<file path="src/rtl/pkt_serializer.sv">
module pkt_serializer #(
  parameter int CLK_DIV   = 100,
  parameter int PRE_BYTES = 2,
  parameter int MAX_LEN   = 100,
  parameter logic [7:0] SOF_BYTE = 8'hD5
) (
  input  logic       clk,
  input  logic       rst_n,
  input  logic       wr_en,
  input  logic [6:0] wr_addr,
  input  logic [7:0] wr_data,
  input  logic [7:0] node_id,
  input  logic [6:0] pay_len,
  input  logic       start,
  output logic       ser_out,
  output logic       busy,
  output logic       done,
  output logic       len_err
);
  localparam int DW = (CLK_DIV > 2) ? $clog2(CLK_DIV) : 1;
  localparam logic [DW-1:0] DIV_LAST = DW'(CLK_DIV - 1);
  localparam logic [6:0] SOF_IDX = 7'(PRE_BYTES);
  localparam logic [6:0] ID_IDX  = 7'(PRE_BYTES + 1);
  localparam logic [6:0] PAY_IDX = 7'(PRE_BYTES + 2);

  logic [7:0]    buf_mem [MAX_LEN];
  logic [DW-1:0] div_cnt;
  logic [2:0]    bit_idx;
  logic [6:0]    byte_idx, len_q;
  logic [7:0]    id_q, cur_byte;
  logic [15:0]   crc;

  wire [6:0] crc_idx  = PAY_IDX + len_q;
  wire [6:0] last_idx = crc_idx + 7'd1;
  wire [6:0] pay_sel  = byte_idx - PAY_IDX;
  wire       tick     = busy && (div_cnt == DIV_LAST);
  wire       in_crc   = (byte_idx >= SOF_IDX) && (byte_idx < crc_idx);
  wire       len_ok   = (pay_len != 7'd0) && (int'(pay_len) <= MAX_LEN);

  always_comb begin
    if (byte_idx < SOF_IDX)       cur_byte = 8'hAA;
    else if (byte_idx == SOF_IDX) cur_byte = SOF_BYTE;
    else if (byte_idx == ID_IDX)  cur_byte = id_q;
    else if (byte_idx < crc_idx)  cur_byte = buf_mem[pay_sel];
    else if (byte_idx == crc_idx) cur_byte = crc[15:8];
    else                          cur_byte = crc[7:0];
  end

  assign ser_out = busy & cur_byte[3'd7 - bit_idx];

  always_ff @(posedge clk)
    if (wr_en && !busy && int'(wr_addr) < MAX_LEN)
      buf_mem[wr_addr] <= wr_data;

  always_ff @(posedge clk or negedge rst_n) begin
    if (!rst_n) begin
      busy <= 1'b0; done <= 1'b0; len_err <= 1'b0;
      div_cnt <= '0; bit_idx <= '0; byte_idx <= '0;
      len_q <= '0; id_q <= '0; crc <= 16'hFFFF;
    end else begin
      done    <= 1'b0;
      len_err <= 1'b0;
      if (!busy) begin
        if (start) begin
          if (len_ok) begin
            busy <= 1'b1; len_q <= pay_len; id_q <= node_id;
            div_cnt <= '0; bit_idx <= '0; byte_idx <= '0; crc <= 16'hFFFF;
          end else begin
            len_err <= 1'b1;
          end
        end
      end else if (tick) begin
        div_cnt <= '0;
        if (in_crc)
          crc <= {crc[14:0], 1'b0} ^ ((crc[15] ^ ser_out) ? 16'h1021 : 16'h0000);
        bit_idx <= bit_idx + 3'd1;
        if (bit_idx == 3'd7) begin
          if (byte_idx == last_idx) begin
            busy <= 1'b0; done <= 1'b1; byte_idx <= '0;
          end else begin
            byte_idx <= byte_idx + 7'd1;
          end
        end
      end else begin
        div_cnt <= div_cnt + DW'(1);
      end
    end
  end


  idle_line_low_chk: assert property (@(posedge clk) disable iff (!rst_n)
    !busy |-> !ser_out);

  done_after_frame_chk: assert property (@(posedge clk) disable iff (!rst_n)
    done |-> (!busy && $past(busy)));

  len_err_no_frame_chk: assert property (@(posedge clk) disable iff (!rst_n)
    len_err |-> (!busy && !$past(busy) && $past(start)));

  bit_hold_chk: assert property (@(posedge clk) disable iff (!rst_n)
    (busy && $past(busy) && $past(div_cnt) != DIV_LAST) |-> $stable(ser_out));

  done_single_chk: assert property (@(posedge clk) disable iff (!rst_n)
    done |=> !done);
endmodule

</file>
<file path="config.mk">
export PLATFORM = sky130hd
export DESIGN_NAME = pkt_serializer
export DESIGN_NICKNAME = d
export VERILOG_FILES = /design/src/rtl/pkt_serializer.sv
export SDC_FILE = /design/constraint.sdc
export NUM_CORES = 1
export LEC_CHECK = 0
export BUFFER_PORTS_ARGS = -buffer_cell sky130_fd_sc_hd__buf_2
export CAP_MARGIN = 20
export CORE_ASPECT_RATIO = 2
export CORE_MARGIN = 10
export CORE_UTILIZATION = 50
export CTS_CLUSTER_SIZE = 24
export DETAILED_ROUTE_END_ITERATION = 10
export MAX_ROUTING_LAYER = met4
export PLACE_DENSITY = 0.68
export SLEW_MARGIN = 40
export SYNTH_ARGS = -nofsm -noshare
export SYNTH_HDL_FRONTEND = slang
export SYNTH_SLANG_ARGS = --single-unit
</file>
<file path="constraint.sdc">
create_clock -name clk -period 4 [get_ports clk]
set_clock_uncertainty 0.15 [all_clocks]
set_input_delay 0 -clock clk [delete_from_list [all_inputs] [get_ports clk]]
set_output_delay 0 -clock clk [all_outputs]
set_load 0.01 [all_outputs]
</file>
==> metrics.sh <==
OUTCOME='finished clean'
LAYOUT.CELL_AREA.NON_FILLER_UM2=40900
REGTOREGSTARTPOINT='byte_idx[0]'
PLACED_AREA_UM2=37000
WORSTHOLDPATHTYPE='in -> reg'
GRT_FIRST_PASS_WIRELENGTH_UM=142000
POSTSYNTH.ASYNCRESETSHARE_PCT=5.99
CRITICAL_PATH.STARTPOINT='byte_idx[0]'
R2R_END='crc[12]'
DIEWIDTH_UM=207
DETAIL_ROUTE.WL_PER_CELL_UM=31.2
POST_ROUTE_CLOCK_PERIOD_UTILIZATION_PCT=99.6
YS_DOMINANT_REG_CELL='sky130_fd_sc_hd__edfxtp_1'
MAX_CAP_VIOL_COUNT=0
FINAL_MAX_SLEW_VIOL_COUNT=0
PLACE_WS_NS=0.0122
RSZ0062_AT_GRT='yes'
NUMBER_OF_VIOLATIONS_REPORTED_AT_THE_END_OF_DETAILED_ROUTING_ITERATION_0=1847
WORST_SETUP_HOLD_PATH_CLK_SLEW_NS=0.07
P_PER_AREA_nW_PER_UM2=525
FINAL.FILL_COUNT=5035
SYN-CELL-AREA_UM2=34900
DRT-VIAS-PER-INSTANCE=6.21
CTS_BUFFER_DEPTH=3
FINAL_CELL_COUNT_NO_FILL=3121
SYNTH_MOST_COMMON_CELL='sky130_fd_sc_hd__edfxtp_1'
SYNTH_AREA_LEADERS='sky130_fd_sc_hd__edfxtp_1 69%, sky130_fd_sc_hd__mux4_2 10%, sky130_fd_sc_hd__mux2i_1 2.5%'
NUMBER_OF_ANTENNA_VIOLATIONS_AT_THE_FIRST_CHECK_IN_GLOBAL_ROUTING=0
DPL.CELL_COUNT=2890
ROUTED-VIA-COUNT=19380
FINALNETCOUNT=2213
FINAL_CRITICAL_PATH_SETUP_SLACK_NS=0.0178
DRIVE_GT1_SHARE_PCT=29.8
CRIT_PATH_START_KIND='register'
CTS_SINKS=851
POWER.TOTAL_W=0.0215
IO_BUFFERS=37
DP.FINAL_HPWL_UM=65300
GLOBALROUTEOVERFLOWTOTAL=0
NUM_ROWS=137
ROUTED_WL_UM=97500
FIRST_GLOBAL_VIAS=20240
SETUP-TNS-FINAL_NS=0
YOSYSWARNINGCOUNT=0
SYNTH.DISTINCT_CELLS=89
INITIAL_UTILIZATION_PCT=50.2
CTS_INSERTED_BUFFERS=73
SLEW_HEADROOM_PCT=43.2
NUMBER_OF_ENABLE_FLIP_FLOP_CELLS_AFTER_SYNTHESIS=800
GRT_START_MAX_NET_PINS=101
AREA_DELTA_SYNTH_FINAL_PCT=17.1
MAX_SLEW.WORST_PIN.SLEW_NS=0.850
YOSYSSEQAREASHARE_PCT=72.5
GRTUSAGETOTAL_PCT=25.1
ANTENNA-DIODE-COUNT=0
FMAX_GHz=0.251
CLK_ROOT_BUFFER_CELL='sky130_fd_sc_hd__clkbuf_16'
DR.PASS1.ITERS=5
MAPPED_NETS=1911
FINAL_PERIOD_DEMAND_OF_THE_WORST_PATH_NS=3.98
SYNTH_AREA_PER_CELL_UM2=18.8
CELL_TAKING_THE_MOST_AREA_AFTER_SYNTHESIS='sky130_fd_sc_hd__edfxtp_1'
CP_DATA_ARRIVAL_TIME_NS=3.83
ENDPOINT_KIND='output pin'
DRT.ANTENNA.VIOLATING_NETS=0
IO_PINS=38
NETLIST.AREA_LEADER.SHARE_PCT=68.8
SETUP.WORST_PATH.END='ser_out'
COREAREA_UM2=69600
MOST_FREQUENT_CELLS_AFTER_SYNTHESIS='800 x sky130_fd_sc_hd__edfxtp_1, 155 x sky130_fd_sc_hd__mux4_2, 134 x sky130_fd_sc_hd__nor2_1'
R2R_SLACK_NS=0.20
CLKLATENCYLATEPIN_NS=0.66
REG2REGPATHDEPTH=13
DIE_Y_UM=394
MAXIMUM_NET_FANOUT_ON_THE_CRITICAL_PATH=7
DETAIL_ROUTE.DRC_VIOLATIONS=0
CP.REQUIRED_NS=3.85
TOTAL_LEAKAGE_POWER_nW=13.6
CLOCK_TREE.HTREE_LEVEL_COUNT=3
PEAKVDDDROP_V=0.000425
CTS_TREE='done'
SYNTHESIS.INSTANCES=1859
CRITICAL_PATH_CLASS='reg -> out'
SETUP_VIOLATIONS=0
YOSYS_REGISTER_BITS=851
FLOORPLAN.DIE_AREA_UM2=81500
HOLD_VIOL_FINAL=0
FINALWEIGHTEDCONGESTION=0.949
## final cells by class
| cell class | instances | area [um2] | area share, % |
|---|---|---|---|
| clock buffers | 89 | 1910 | 4.67 |
| inverters | 10 | 43.8 | 0.107 |
| flip-flops and latches | 851 | 25300 | 62.0 |
| well taps | 903 | 1130 | 2.76 |
| multi-input cells | 902 | 9110 | 22.3 |
| clock inverters | 43 | 413 | 1.01 |
| repair buffers | 323 | 2950 | 7.21 |
## worst min-delay path by stage
| stage | start | to | slack, ns | cells after the start |
|---|---|---|---|---|
| after floorplan | rst_n | bit_idx[0] | -0.45 | 0 |
| after global placement | rst_n | len_q[6] | -0.28 | 1 |
| after detailed placement | rst_n | len_q[5] | -0.27 | 1 |
| after CTS | wr_addr[6] | buf_mem[11][6] | 0.006 | 4 |
| after global routing | wr_addr[6] | buf_mem[11][6] | 0.09 | 4 |
| final | wr_addr[6] | buf_mem[11][7] | 0.1 | 4 |
## state kept, by name, summed over array words and instances (netlist names)
register	flops
bit_idx	3
buf_mem	800
busy	1
byte_idx	7
crc	16
div_cnt	7
done	1
id_q	8
len_err	1
len_q	7
## report_power, final
part | switching [W] | total [W] | internal, W
combinational | 0.00255 | 0.00447 | 0.00191
sequential | 0.000136 | 0.0100 | 0.00987
clock | 0.00329 | 0.00701 | 0.00372
## cell families (layout without fill, tap and decap cells)
family          Yosys count  count (layout)  share of synthesized area, %
flops                   851             851                          72.5
simple gates            372             372                          4.88
mux                     283             283                          14.7
compound gates          207             207                          4.21
buf+inv                 106             465                          2.52
xor+xnor                 22              22                         0.573
fa+ha+maj                18              18                         0.645
## what timing repair did
action	4_1_cts	5_1_grt
endpoints found under the setup margin	3	1
hold buffers	52	0
endpoints found under the hold margin	611	0
cloned	5	0
setup buffers	29	14
resized for setup	66	40
pin swaps	17	18
## layer usage
metal	track usage [%]	vias to the layer above	routed length [um]
met5	-	-	0
met4	17.0	0	7860
met3	3.45	295	5750
met2	42.9	847	52600
met1	26.2	10072	31400
li1	-	8166	-
## worst max-delay path: stages, from the launching register on
cell	delay, ns
sky130_fd_sc_hd__dfrtp_4	0.43
sky130_fd_sc_hd__buf_12	0.16
sky130_fd_sc_hd__buf_12	0.17
sky130_fd_sc_hd__buf_16	0.14
sky130_fd_sc_hd__mux4_2	0.53
sky130_fd_sc_hd__nand2_2	0.16
sky130_fd_sc_hd__a21oi_1	0.08
sky130_fd_sc_hd__or3_1	0.41
sky130_fd_sc_hd__a32oi_2	0.20
sky130_fd_sc_hd__a311oi_2	0.07
sky130_fd_sc_hd__or4_4	0.52
sky130_fd_sc_hd__a21boi_4	0.17
sky130_fd_sc_hd__buf_6	0.13
## through the flow
step | hold slack [ns] | utilization (%)
floorplan | -0.446 | -
global placement | -0.275 | 53.2
detailed placement | -0.266 | 53.2
CTS | 0.00636 | 58.3
global route | 0.0872 | 58.7
finish | 0.0970 | 58.7
## layout by cell type, fill, tap and decap left out, drive strengths merged, types with 9 or more instances in the layout
| cell type | n |
|---|---|
| a31oi | 10 |
| and2 | 9 |
| nor3 | 13 |
| ha | 18 |
| o22ai | 16 |
| nand2 | 102 |
| edfxtp | 800 |
| nor2 | 134 |
| dfrtp | 35 |
| nand4 | 9 |
| buf | 269 |
| nand3 | 60 |
| a22oi | 14 |
| clkinv | 33 |
| mux4 | 175 |
| dfstp | 16 |
| a21oi | 34 |
| inv | 11 |
| a221oi | 18 |
| nor2b | 13 |
| mux2i | 88 |
| o21ai | 38 |
| o22a | 13 |
| xnor2 | 12 |
| clkbuf | 89 |
| mux2 | 20 |
| dlygate4sd3 | 52 |
| xor2 | 10 |
Power figures use the tool's default switching activity.
